### src/rtl/tick_timer_pkg.sv
package tick_timer_pkg;
  localparam int DATA_W = 32;
  localparam int ADDR_W = 8;

  localparam logic [ADDR_W-1:0] OFF_PRESCALE  = 8'h00;
  localparam logic [ADDR_W-1:0] OFF_COUNT_BUF = 8'h08;
  localparam logic [ADDR_W-1:0] OFF_COUNT_NOW = 8'h0C;
  localparam logic [ADDR_W-1:0] OFF_CONTROL   = 8'h20;
  localparam logic [ADDR_W-1:0] OFF_INT_STAT  = 8'h30;
  localparam logic [ADDR_W-1:0] OFF_INT_EN    = 8'h34;
  localparam logic [ADDR_W-1:0] OFF_WR_STAT   = 8'h40;

  localparam int CTL_RUN     = 0;
  localparam int CTL_INT_RUN = 1;
  localparam int CTL_AUTO    = 2;
  localparam int WS_PRE      = 0;
  localparam int WS_CNT      = 1;
  localparam int WS_CTL      = 3;
  localparam int UPDATE_BIT  = 31;

  typedef enum logic [1:0] {
    TGT_NONE, TGT_PRESCALE, TGT_COUNT, TGT_CONTROL
  } wrTarget_e;

  typedef struct packed {
    logic restartPre;
    logic restartInt;
    logic loadCount;
  } dpStrobe_t;
endpackage

### src/rtl/tick_timer_dp.sv
module tick_timer_dp
  import tick_timer_pkg::*;
#(
  parameter int PRE_W   = 8,
  parameter int COUNT_W = 31
) (
  input  logic               clk,
  input  logic               rstN,
  input  dpStrobe_t          st,
  input  logic [COUNT_W-1:0] newCount,
  input  logic [COUNT_W-1:0] countBuf,
  input  logic [PRE_W-1:0]   preBuf,
  input  logic               timerRun,
  input  logic               intRun,
  input  logic               autoReload,
  output logic               expire,
  output logic [COUNT_W-1:0] curCount
);
  localparam logic [COUNT_W-1:0] CNT_ONE = COUNT_W'(1);

  logic [PRE_W-1:0]   preCnt;
  logic [COUNT_W-1:0] intCnt;
  logic               tick;

  assign tick   = timerRun && !st.restartPre && (preCnt == '0);
  assign expire = tick && intRun && !st.restartInt && !st.loadCount &&
                  (intCnt == CNT_ONE);
  assign curCount = intCnt;

  always_ff @(posedge clk or negedge rstN) begin
    if (!rstN) begin
      preCnt <= '0;
    end else if (st.restartPre) begin
      preCnt <= preBuf;
    end else if (timerRun) begin
      preCnt <= (preCnt == '0) ? preBuf : preCnt - 1'b1;
    end
  end

  always_ff @(posedge clk or negedge rstN) begin
    if (!rstN) begin
      intCnt <= '0;
    end else if (st.loadCount) begin
      intCnt <= newCount;
    end else if (st.restartInt) begin
      intCnt <= countBuf;
    end else if (tick && intRun && (intCnt != '0)) begin
      if (intCnt == CNT_ONE) intCnt <= autoReload ? countBuf : '0;
      else                   intCnt <= intCnt - 1'b1;
    end
  end

  AST_TICK_RELOAD: assert property (@(posedge clk) disable iff (!rstN)
    tick |=> preCnt == $past(preBuf));
  AST_ONESHOT_ZERO: assert property (@(posedge clk) disable iff (!rstN)
    expire && !autoReload |=> intCnt == '0);
  AST_AUTO_RELOAD: assert property (@(posedge clk) disable iff (!rstN)
    expire && autoReload |=> intCnt == $past(countBuf));
  AST_HALT_FREEZE: assert property (@(posedge clk) disable iff (!rstN)
    !timerRun && !st.restartInt && !st.loadCount |=> $stable(intCnt));
endmodule

### src/rtl/tick_timer_ctrl.sv
module tick_timer_ctrl
  import tick_timer_pkg::*;
#(
  parameter int PRE_W    = 8,
  parameter int COUNT_W  = 31,
  parameter int WR_DELAY = 3
) (
  input  logic               clk,
  input  logic               rstN,
  input  logic               wrEn,
  input  logic [ADDR_W-1:0]  wrAddr,
  input  logic [DATA_W-1:0]  wrData,
  input  logic [ADDR_W-1:0]  rdAddr,
  output logic [DATA_W-1:0]  rdData,
  input  logic               expire,
  input  logic [COUNT_W-1:0] curCount,
  output dpStrobe_t          st,
  output logic [COUNT_W-1:0] newCount,
  output logic [COUNT_W-1:0] countBuf,
  output logic [PRE_W-1:0]   preBuf,
  output logic               timerRun,
  output logic               intRun,
  output logic               autoReload,
  output logic               irq
);
  localparam int LAST = WR_DELAY - 1;

  wrTarget_e          inTgt;
  logic               stgValid [WR_DELAY];
  wrTarget_e          stgTgt   [WR_DELAY];
  logic [DATA_W-1:0]  stgData  [WR_DELAY];
  logic               applyValid;
  wrTarget_e          applyTgt;
  logic [DATA_W-1:0]  applyData;
  logic [2:0]         ctrlReg;
  logic               intStat;
  logic               intEn;
  logic [3:0]         wrStat;
  logic               statClear;
  logic               wsWrite;

  always_comb begin
    inTgt = TGT_NONE;
    if (wrEn) begin
      case (wrAddr)
        OFF_PRESCALE:  inTgt = TGT_PRESCALE;
        OFF_COUNT_BUF: inTgt = TGT_COUNT;
        OFF_CONTROL:   inTgt = TGT_CONTROL;
        default:       inTgt = TGT_NONE;
      endcase
    end
  end

  for (genvar k = 0; k < WR_DELAY; k++) begin : g_stage
    if (k == 0) begin : g_head
      always_ff @(posedge clk or negedge rstN) begin
        if (!rstN) begin
          stgValid[k] <= 1'b0;
          stgTgt[k]   <= TGT_NONE;
          stgData[k]  <= '0;
        end else begin
          stgValid[k] <= (inTgt != TGT_NONE);
          stgTgt[k]   <= inTgt;
          stgData[k]  <= wrData;
        end
      end
    end else begin : g_tail
      always_ff @(posedge clk or negedge rstN) begin
        if (!rstN) begin
          stgValid[k] <= 1'b0;
          stgTgt[k]   <= TGT_NONE;
          stgData[k]  <= '0;
        end else begin
          stgValid[k] <= stgValid[k-1];
          stgTgt[k]   <= stgTgt[k-1];
          stgData[k]  <= stgData[k-1];
        end
      end
    end
  end

  assign applyValid = stgValid[LAST];
  assign applyTgt   = stgTgt[LAST];
  assign applyData  = stgData[LAST];

  assign st.loadCount  = applyValid && (applyTgt == TGT_COUNT) && applyData[UPDATE_BIT];
  assign st.restartPre = applyValid && (applyTgt == TGT_CONTROL) &&
                         applyData[CTL_RUN] && !ctrlReg[CTL_RUN];
  assign st.restartInt = applyValid && (applyTgt == TGT_CONTROL) &&
                         applyData[CTL_INT_RUN] && !ctrlReg[CTL_INT_RUN];
  assign newCount   = applyData[COUNT_W-1:0];
  assign timerRun   = ctrlReg[CTL_RUN];
  assign intRun     = ctrlReg[CTL_INT_RUN];
  assign autoReload = ctrlReg[CTL_AUTO];

  always_ff @(posedge clk or negedge rstN) begin
    if (!rstN) begin
      preBuf   <= '0;
      countBuf <= '0;
      ctrlReg  <= '0;
    end else if (applyValid) begin
      case (applyTgt)
        TGT_PRESCALE: preBuf  <= applyData[PRE_W-1:0];
        TGT_COUNT:    if (applyData[UPDATE_BIT]) countBuf <= applyData[COUNT_W-1:0];
        TGT_CONTROL:  ctrlReg <= applyData[2:0];
        default:      ;
      endcase
    end
  end

  assign wsWrite   = wrEn && (wrAddr == OFF_WR_STAT);
  assign statClear = wrEn && (wrAddr == OFF_INT_STAT) && wrData[0];

  always_ff @(posedge clk or negedge rstN) begin
    if (!rstN) begin
      wrStat <= '0;
    end else begin
      for (int b = 0; b < 4; b++) begin
        if (wsWrite && wrData[b]) wrStat[b] <= 1'b0;
      end
      if (applyValid) begin
        case (applyTgt)
          TGT_PRESCALE: wrStat[WS_PRE] <= 1'b1;
          TGT_COUNT:    wrStat[WS_CNT] <= 1'b1;
          TGT_CONTROL:  wrStat[WS_CTL] <= 1'b1;
          default:      ;
        endcase
      end
    end
  end

  always_ff @(posedge clk or negedge rstN) begin
    if (!rstN) begin
      intStat <= 1'b0;
      intEn   <= 1'b0;
    end else begin
      if (expire)         intStat <= 1'b1;
      else if (statClear) intStat <= 1'b0;
      if (wrEn && (wrAddr == OFF_INT_EN)) intEn <= wrData[0];
    end
  end

  assign irq = intStat && intEn;

  always_comb begin
    case (rdAddr)
      OFF_PRESCALE:  rdData = DATA_W'(preBuf);
      OFF_COUNT_BUF: rdData = DATA_W'(countBuf);
      OFF_COUNT_NOW: rdData = DATA_W'(curCount);
      OFF_CONTROL:   rdData = DATA_W'(ctrlReg);
      OFF_INT_STAT:  rdData = DATA_W'(intStat);
      OFF_INT_EN:    rdData = DATA_W'(intEn);
      OFF_WR_STAT:   rdData = {{(DATA_W-4){1'b0}}, wrStat[WS_CTL], 1'b0,
                               wrStat[WS_CNT], wrStat[WS_PRE]};
      default:       rdData = '0;
    endcase
  end

  AST_CTL_CONFIRM: assert property (@(posedge clk) disable iff (!rstN)
    applyValid && applyTgt == TGT_CONTROL |=> wrStat[WS_CTL]);
  AST_WS_STICKY: assert property (@(posedge clk) disable iff (!rstN)
    wrStat[WS_PRE] && !(wsWrite && wrData[WS_PRE]) |=> wrStat[WS_PRE]);
  AST_NOFLAG_KEEP: assert property (@(posedge clk) disable iff (!rstN)
    applyValid && applyTgt == TGT_COUNT && !applyData[UPDATE_BIT] |=> $stable(countBuf));
  AST_EXPIRE_FLAGS: assert property (@(posedge clk) disable iff (!rstN)
    expire |=> intStat);
  AST_STAT_STICKY: assert property (@(posedge clk) disable iff (!rstN)
    intStat && !statClear |=> intStat);
endmodule

### src/rtl/local_tick_timer.sv
module local_tick_timer
  import tick_timer_pkg::*;
#(
  parameter int PRE_W    = 8,
  parameter int COUNT_W  = 31,
  parameter int WR_DELAY = 3
) (
  input  logic        clk,
  input  logic        rstN,
  input  logic        wrEn,
  input  logic [7:0]  wrAddr,
  input  logic [31:0] wrData,
  input  logic [7:0]  rdAddr,
  output logic [31:0] rdData,
  output logic        irq
);
  dpStrobe_t          st;
  logic [COUNT_W-1:0] newCount;
  logic [COUNT_W-1:0] countBuf;
  logic [COUNT_W-1:0] curCount;
  logic [PRE_W-1:0]   preBuf;
  logic               timerRun;
  logic               intRun;
  logic               autoReload;
  logic               expire;

  tick_timer_ctrl #(.PRE_W(PRE_W), .COUNT_W(COUNT_W), .WR_DELAY(WR_DELAY)) u_ctrl (
    .clk(clk), .rstN(rstN), .wrEn(wrEn), .wrAddr(wrAddr), .wrData(wrData),
    .rdAddr(rdAddr), .rdData(rdData), .expire(expire), .curCount(curCount),
    .st(st), .newCount(newCount), .countBuf(countBuf), .preBuf(preBuf),
    .timerRun(timerRun), .intRun(intRun), .autoReload(autoReload), .irq(irq)
  );

  tick_timer_dp #(.PRE_W(PRE_W), .COUNT_W(COUNT_W)) u_dp (
    .clk(clk), .rstN(rstN), .st(st), .newCount(newCount), .countBuf(countBuf),
    .preBuf(preBuf), .timerRun(timerRun), .intRun(intRun),
    .autoReload(autoReload), .expire(expire), .curCount(curCount)
  );
endmodule

### config.mk
export PLATFORM = sky130hd
export DESIGN_NAME = local_tick_timer
export DESIGN_NICKNAME = d
export VERILOG_FILES = /design/src/rtl/tick_timer_pkg.sv /design/src/rtl/tick_timer_dp.sv /design/src/rtl/tick_timer_ctrl.sv /design/src/rtl/local_tick_timer.sv
export SDC_FILE = /design/constraint.sdc
export NUM_CORES = 1
export LEC_CHECK = 0
export ABC_CLOCK_PERIOD_IN_PS = 3500
export CORE_ASPECT_RATIO = 1.1
export CORE_MARGIN = 3
export CORE_UTILIZATION = 30
export CTS_CLUSTER_DIAMETER = 60
export DETAILED_ROUTE_END_ITERATION = 10
export PLACE_DENSITY_LB_ADDON = 0.3
export SLEW_MARGIN = 20
export SYNTH_ARGS = -nofsm -noshare
export SYNTH_HDL_FRONTEND = slang
export SYNTH_SLANG_ARGS = --single-unit
### constraint.sdc
create_clock -name clk -period 3.5 [get_ports clk]
set_clock_uncertainty 0.05 [all_clocks]
set_input_delay 0.7 -clock clk [delete_from_list [all_inputs] [get_ports clk]]
set_output_delay 0.7 -clock clk [all_outputs]
set_load 0.02 [all_outputs]
# ---- After elaboration in Yosys (flattened, before gate mapping)
# Index checks and enable logic that the tools add are counted.
dict set report totals {
  inputBits 51
  out_inout_bits 33
  register_bits 191
  elab_cells 93
}
dict set report classes {
  eq_ne 15
  mux 21
  addsub 2
  n_reduce_logical 38
}
# op count
set ops {}
lappend ops {{one-hot mux 31 bit (7 select lines)} 1}
lappend ops {{2-to-1 mux 31 bit} 5}
lappend ops {{equality test 8 x 6 -> 1 bit, second input constant} 6}
lappend ops {{equality test 31 x 1 -> 1 bit, second input constant} 1}
lappend ops {{nonzero test 31 bit} 1}
lappend ops {{subtractor 31 x 1 -> 31 bit, second input constant} 1}
lappend ops {{equality test 8 x 4 -> 1 bit, second input constant} 3}
lappend ops {{logical NOT 8 bit} 3}
lappend ops {{2-to-1 mux 8 bit} 3}
lappend ops {{logical AND 1 bit} 22}
lappend ops {{equality test 8 x 7 -> 1 bit, second input constant} 2}
lappend ops {{2-to-1 mux 1 bit} 9}
lappend ops {{subtractor 8 x 1 -> 8 bit, second input constant} 1}
lappend ops {{one-hot mux 2 bit (3 select lines)} 1}
lappend ops {{nonzero test 2 bit} 3}
lappend ops {{logical NOT 1 bit} 5}
lappend ops {{equality test 2 bit, second input constant} 2}
lappend ops {{2-to-1 mux 2 bit} 2}
lappend ops {{AND reduction 2 bit} 2}
lappend ops {{AND reduction 3 bit} 1}
lappend ops {{nonzero test 3 bit} 1}
lappend ops {{equality test 2 x 1 -> 1 bit, second input constant} 1}

# ---- Logic depth before layout (Yosys ltp)
# Gate-level depths: netlist of run 1.
dict set report logic_depth {
  word_depth 12
  ltp_mapped 10
  mapped_depth_nobuf 8
}

# ---- Hierarchy
# Synthesis of run 1 repeated with hierarchy kept, for this count alone.
dict set report unflattened {
  hier_cells 688
  area_unflattened_um2 8164.1
}
# module area_each_um2 cells_per_inst n_inst seq_area_each_um2
set by_module_without_submodules {}
lappend by_module_without_submodules {tick_timer_ctrl 5288.8 339 1 3803.6}
lappend by_module_without_submodules {tick_timer_dp 2875.3 349 1 975.9}

# ---- Worst setup path before layout of run 1
# Ideal clock, no wire load.
dict set report synth_timing {
  kind {in2out}
  from {input port rdAddr[2]}
  to {output port rdData[10]}
  required_time_ps 2750
  setup_slack_ps 401
  path_stages 5
  path_buffers 3
  arrival_ps 2349
  path_cell_list {clkbuf_1 -> buf_1 -> clkbuf_1 -> mux2i_1 -> nor2_1}
}
dict set report synth_between {
  elab_chain_cells 2
  word_cells_on_any_way 8
  cone_classes {eq/ne (6); mux (1); reduce/logical (1)}
}
# item line
set synth_lines {}
lappend synth_lines {{from (decl)} local_tick_timer.sv:13} ;# input logic [7:0] rdAddr,
lappend synth_lines {{equality test 8 x 7 -> 1 bit (tied with other cells)} tick_timer_ctrl.sv:146} ;# case (rdAddr)
lappend synth_lines {{one-hot mux 31 bit (7 select lines) (*)} tick_timer_ctrl.sv:146}
lappend synth_lines {{to (decl)} local_tick_timer.sv:14} ;# output logic [31:0] rdData,
# Every way passes the cells marked *; elsewhere a longest branch is shown, timed or not.

# ---- Final worst setup path of run 1
dict set report layout_timing {
  from {input port rdAddr[5]}
  to {output port rdData[25]}
}
# Same word-level chain as after synthesis.

==> results of run 1 <==
sequential cells by signal (all words and copies together) (netlist names):
| name | cells |
|---|---|
| u_ctrl.stgTgt | 4 |
| u_ctrl.intEn | 1 |
| u_ctrl.intStat | 1 |
| u_ctrl.applyData | 32 |
| u_dp.curCount | 31 |
| u_dp.preCnt | 8 |
| u_ctrl.preBuf | 8 |
| u_ctrl.countBuf | 31 |
| u_ctrl.wrStat | 3 |
| u_ctrl.stgData | 64 |
| u_ctrl.ctrlReg | 3 |
| u_ctrl.stgValid | 2 |
| u_ctrl.applyTgt | 2 |
| u_ctrl.applyValid | 1 |
area by class of cell:
type	count	area share, %
Sequential cell	191	48.0
Multi-Input combinational cell	495	29.6
Timing Repair Buffer	119	12.0
Tap cell	346	4.35
Clock buffer	18	4.31
Clock inverter	14	1.26
Inverter	12	0.453
power breakdown:
group / internal (mW) / switching, mW
Sequential: 2.26 / 0.0257
Clock: 0.938 / 0.908
Combinational: 0.0782 / 0.0820
Total: 3.28 / 1.02
metrics by stage:
step	instance area, um2	power, mW	hold WS [ns]
2_1_floorplan	7920	2.37	0.281
3_3_place_gp	9360	2.50	0.282
5_1_grt	9950	4.47	0.301
4_1_cts	9910	4.36	0.300
3_5_place_dp	9360	2.50	0.285
6_report	9950	4.30	0.280
how the worst min path moves through the flow:
stage	slack, ns	end	start
finish	0.28	u_ctrl.stgData[66]$_DFF_PN0_	rstN
floorplan	0.28	u_ctrl.applyData[0]$_DFF_PN0_	u_ctrl.stgData[32]$_DFF_PN0_
detailed placement	0.28	u_ctrl.applyData[23]$_DFF_PN0_	u_ctrl.stgData[55]$_DFF_PN0_
CTS	0.30	u_ctrl.stgData[33]$_DFF_PN0_	u_ctrl.stgData[65]$_DFF_PN0_
global placement	0.28	u_ctrl.applyData[3]$_DFF_PN0_	u_ctrl.stgData[35]$_DFF_PN0_
global route	0.30	u_ctrl.stgData[33]$_DFF_PN0_	u_ctrl.stgData[65]$_DFF_PN0_
cell families after synthesis:
group | count (synthesis) | share of synthesized area (%)
adders and majority gates | 4 | 0.632
xor gates and xnor gates | 4 | 0.442
AOI/OAI and AO/OA | 148 | 12.4
muxes | 43 | 5.61
and+or+nand+nor | 295 | 17.9
DFF | 191 | 60.3
buffers and inverters | 49 | 2.54
other | 1 | 0.0473
cell usage after synthesis (3+ instances only):
| library cell | number | area, um2 |
|---|---|---|
| or3_1 | 9 | 56.3 |
| ha_1 | 4 | 50.1 |
| nand3b_1 | 5 | 37.5 |
| o22ai_1 | 9 | 56.3 |
| a211oi_1 | 4 | 30.0 |
| a21oi_1 | 27 | 135 |
| or4_1 | 3 | 22.5 |
| a21o_1 | 5 | 37.5 |
| or2_2 | 5 | 31.3 |
| a21boi_0 | 3 | 22.5 |
| and2_1 | 7 | 43.8 |
| o21ai_0 | 48 | 240 |
| xor2_1 | 3 | 26.3 |
| a222oi_1 | 10 | 100 |
| buf_4 | 4 | 30.0 |
| dfrtp_1 | 191 | 4780 |
| nand2_1 | 119 | 447 |
| mux2_2 | 11 | 124 |
| inv_1 | 12 | 45.0 |
| nor2_1 | 64 | 240 |
| clkbuf_1 | 28 | 105 |
| a31oi_1 | 3 | 18.8 |
| nand4_1 | 3 | 18.8 |
| nor3_1 | 22 | 110 |
| buf_1 | 3 | 11.3 |
| a221oi_1 | 8 | 70.1 |
| nand3_1 | 14 | 70.1 |
| nor2b_1 | 7 | 43.8 |
| nor4_1 | 14 | 87.6 |
| mux2i_1 | 32 | 320 |
| a221o_1 | 7 | 70.1 |
| a32o_1 | 5 | 50.1 |
| nand4b_1 | 5 | 43.8 |
| o31ai_1 | 3 | 22.5 |
| o2bb2ai_1 | 3 | 26.3 |
| nand2b_1 | 3 | 18.8 |
| nor4b_1 | 4 | 35.0 |
layer usage:
metal  wire length (um)  vias to the layer above  share of wire (%)
li1                   -                     2828                  -
met1               9000                     2888                 45
met2               9650                      154                 49
met3                836                       27                4.2
met4                376                        0                1.9
met5                  0                        -                  0
==> reports/qor.txt, run 1 <==
Status -> completed
Critical path depth -> 7
Register cell area after layout -> 0.00478 mm2
WP data required -> 2.75 ns
Power per cell area -> 432 mW/mm2
Routed WL per cell -> 16.6 um
Post-CTS sizing -> 0
FF-to-FF End -> u_dp.curCount[11]$_DFFE_PN0P_
Crit path buf inv count -> 4
Die area -> 0.0284 mm2
# diodes -> 0
Util after Layout -> 38.8%
Register bit total from synthesis -> 191
Final Routed Wirelength -> 19900 um
Syn_nets -> 790
Vias in the first global route -> 5810
Grt peak-use layer -> met2
DIE HEIGHT -> 176 um
Detail Route Antenna Nets -> 0
CTS tree -> built
Post-synthesis cell type count -> 58
CP Cell Sequence -> clkdlybuf4s50_1 > nor3_1 > nand4b_1 > buf_4 > buf_12 > nor2_1 > clkdlybuf4s50_1
Setup_tns -> 0 ns
Crit path time final -> 3.47 ns
Register-to-register setup slack -> 0.57 ns
Cell row count -> 61
Maximum Capacitance Violations -> 0
Pins Over Slew Limit -> 0
RR Startpoint -> u_dp.curCount[22]$_DFFE_PN0P_
First-pass GRT wire length -> 32300 um
Max FO, Critical Path -> 18
Detailed placement HPWL -> 13600 um
Die width -> 161 um
Seq/Total Area, Yosys -> 60.3%
Layout area overhead -> 25.6%
VDD IR-drop max -> 0.293 mV
Fillers -> 2592
CP delay by family, top -> buffers and inverters
Most used DFF post-synth -> dfrtp_1
Clock root cell -> clkbuf_16
GRT met1 Usage -> 19.5%
Most used cell, CP -> clkdlybuf4s50_1
Met2 GRT Util -> 23.3%
CP startpoint kind -> primary input
Ys Warns -> 0
Starting density of the core -> 30.9%
Syn Inst Count -> 735
Crit Path Category -> in2out
Drt first pass iters -> 5
R2R depth -> 7
Clock latency at the later pin of the worst-skew pair -> 0.43 ns
Synth Cell Area -> 0.00792 mm2
Syn Area/Cell -> 10.8 um2
Setup ws final -> 0.0265 ns
Critical Path Source -> rdAddr[5]
Most frequent cells in the layout -> 191 x dfrtp_1, 119 x nand2_1, 68 x clkdlybuf4s50_1
Drt initial violations -> 423
CTS Buf Count -> 17
Max Freq -> 288 MHz
Post-synth EDFFs -> 0
Core outline area -> 0.0256 mm2
Via Count -> 5897
CTS Hold Bufs -> 0
Rel. slew slack -> 47.2%
Final #Nets -> 891
Largest net degree at the start of global routing -> 94
Number of setup violations in the final report -> 0
Most common cell after layout, fill and taps aside -> dfrtp_1
M3 GR Usage -> 2.84%
Critical path's slowest cell -> clkdlybuf4s50_1
Initial antenna violation count -> 0
Layout cells sized above 1 -> 11.1%
Vias/cell -> 4.93
Post-CTS setup buffer count -> 0
I/O Buffers -> 82
GPL Wtd Cong -> 0.829
P_leak -> 4.67 nW
CTS H-tree depth -> 4
Number of I/O pins -> 84
Max clock buf depth -> 2
Final Non-Filler Cells -> 1195
Placed Instances -> 1163
Crit share post-route -> 99.2%
GR Overflow Total -> 0
Clock transition at the registers of the reported paths -> 0.07 ns
Final hold violation count -> 0
Critical Path End Type -> output pin
Hold crit path type -> in2async
Worst-Margin Slew -> 0.791 ns
Worst setup path end -> rdData[25]
# DRC -> 0
GRT Total Usage -> 14.4%
Clock sink total -> 191
Multi-input logic area -> 0.00295 mm2
CP max stage delay -> 0.63 ns
RSZ-0062 raised after global routing -> false
Arr. time, crit path -> 2.72 ns
Ys async rst share -> 100%
Worst slack, placed -> 0.0170 ns
Power figures use the tool's default switching activity.
==> run 2, diff against run 1 <==
Settings changed: CORE_MARGIN 3 to 2.
==> run 2 against run 1 <==
  * Combinational power barely moved
  * Clock power rose by 2%
  * Design area barely moved
  * Total power rose by 1.1%
  * Critical endpoint is now rdData[30]
  * Critical path depth fell by 1
  * Largest cell class unchanged
  * Sequential share of layout area barely moved
  * Flip-flop and latch count did not move
  * Sequential power barely moved
  * Final cell count rose by 0.75%
==> reports/qor.txt, run 2 (synthesis results as in run 1) <==
Maximum Capacitance Violations -> 0
GR Overflow Total -> 0
Hold crit path type -> reg2reg
Rel. slew slack -> 44.5%
Final Non-Filler Cells -> 1204
I/O Buffers -> 82
Placed Area -> 0.00934 mm2
R2R depth -> 7
P_leak -> 4.69 nW
Pins Over Slew Limit -> 0
Die width -> 159 um
CP startpoint kind -> primary input
Status -> completed
DIE HEIGHT -> 174 um
Clock root cell -> clkbuf_16
CTS Buf Count -> 17
Max clock buf depth -> 2
Clock transition at the registers of the reported paths -> 0.08 ns
Max FO, Critical Path -> 11
Most common cell after layout, fill and taps aside -> dfrtp_1
Layout area overhead -> 25.7%
# DRC -> 0
Number of I/O pins -> 84
Routed WL per cell -> 16.4 um
Post-CTS setup buffer count -> 0
Hold Crit Start -> u_ctrl.stgData[89]$_DFF_PN0_
Final Routed Wirelength -> 19800 um
Detail Route Antenna Nets -> 0
Vias in the first global route -> 5937
Vias/cell -> 4.84
CTS tree -> built
Crit path time final -> 3.39 ns
Crit Path Category -> in2out
Max Freq -> 295 MHz
Via Count -> 5831
WP data required -> 2.75 ns
Hold path depth -> 0
Clock sink total -> 191
Placed Instances -> 1172
Biggest register -> u_ctrl.stgData
Number of setup violations in the final report -> 0
Final #Nets -> 894
Final hold violation count -> 0
Worst-Margin Slew -> 0.831 ns
Post-CTS sizing -> 0
Core outline area -> 0.0261 mm2
Most frequent cells in the layout -> 191 x dfrtp_1, 119 x nand2_1, 67 x clkdlybuf4s50_1
CTS Hold Bufs -> 0
Critical Path End Type -> output pin
GRT Total Usage -> 14.9%
Drt initial violations -> 568
Starting density of the core -> 30.4%
Cell row count -> 62
CTS H-tree depth -> 4
Initial antenna violation count -> 0
RSZ-0062 raised after global routing -> false
Crit share post-route -> 97.0%
Die area -> 0.0277 mm2
Critical Path Source -> rdAddr[5]
Drt first pass iters -> 5
Arr. time, crit path -> 2.64 ns
Layout cells sized above 1 -> 11.6%
First-pass GRT wire length -> 32700 um
Clock latency at the later pin of the worst-skew pair -> 0.43 ns
RR Startpoint -> u_dp.curCount[23]$_DFFE_PN0P_
Final instance area -> 0.00995 mm2
# diodes -> 0
VDD IR-drop max -> 0.268 mV
Largest net degree at the start of global routing -> 94
GPL Wtd Cong -> 0.861
Detailed placement HPWL -> 13600 um
Setup_tns -> 0 ns
Largest register FFs -> 64
Power per cell area -> 437 mW/mm2
run 2: changes by cell type in the layout (fill, tap and decap cells not counted), sizes merged:
cell / previous run / this run
clkbuf: 19 / 18
dlymetal6s2s: 12 / 13
clkinvlp: 3 / 4
clkinv: 3 / 2
buf: 38 / 41
bufinv: 0 / 1
clkdlybuf4s50: 68 / 67
run 2: path summary, 6_finish.rpt:
| path | end | slack (ns) |
|---|---|---|
| hold reg to reg | u_ctrl.stgData[57]$_DFF_PN0_ | 0.29 |
| hold / removal | u_ctrl.stgData[57]$_DFF_PN0_ | 0.29 |
| setup reg to reg | u_dp.curCount[27]$_DFFE_PN0P_ | 0.51 |
| max in group asynchronous | u_ctrl.countBuf[23]$_DFFE_PN0P_ | 2.23 |
| min in group asynchronous | u_ctrl.stgData[95]$_DFF_PN0_ | 0.31 |
| setup / recovery | rdData[30] | 0.11 |
run 2: layout make-up:
| class | instances | area [um2] |
|---|---|---|
| Multi-Input combinational cell | 495 | 2950 |
| Tap cell | 352 | 440 |
| Sequential cell | 191 | 4780 |
| Clock buffer | 17 | 425 |
| Timing Repair Buffer | 122 | 1160 |
| Clock inverter | 15 | 145 |
| Inverter | 12 | 45.0 |
| Fill cell | 2635 | 16100 |
run 2: metrics by stage:
stage | utilization (%) | setup WS [ns] | power [mW] | hold slack, ns
after floorplan | - | 0.401 | 2.37 | 0.281
after global placement | 35.8 | 0.0621 | 2.50 | 0.281
final | 38.2 | 0.106 | 4.34 | 0.292
after global routing | 38.2 | 0.00133 | 4.51 | 0.300
after detailed placement | 35.8 | 0.0387 | 2.50 | 0.285
after CTS | 38.0 | 0.0322 | 4.40 | 0.297
run 2: layer usage:
| metal | global-route usage, % | part of all wire, % | vias up |
|---|---|---|---|
| li1 | - | - | 2831 |
| met1 | 20.0 | 47 | 2872 |
| met2 | 25.1 | 49 | 119 |
| met3 | 2.60 | 3.1 | 9 |
| met4 | 3.94 | 0.97 | 0 |
| met5 | 0 | 0 | - |
run 2: power breakdown:
part	switching, mW	internal (mW)	total [mW]
Sequential	0.0264	2.27	2.29
Combinational	0.0824	0.0769	0.159
Clock	0.892	1.00	1.89
run 2: worst max-delay path: stages:
cell             delay (ns)
clkdlybuf4s50_1        0.46
nor3_2                 0.21
nand4b_1               0.16
buf_4                  0.22
nor2_1                 0.23
clkdlybuf4s50_1        0.66
==> run 3, diff against run 2 <==
Settings changed: CAP_MARGIN set to 15.
==> results of run 3 <==
The final DEF is identical to that of run 2; final timing and power are the same.
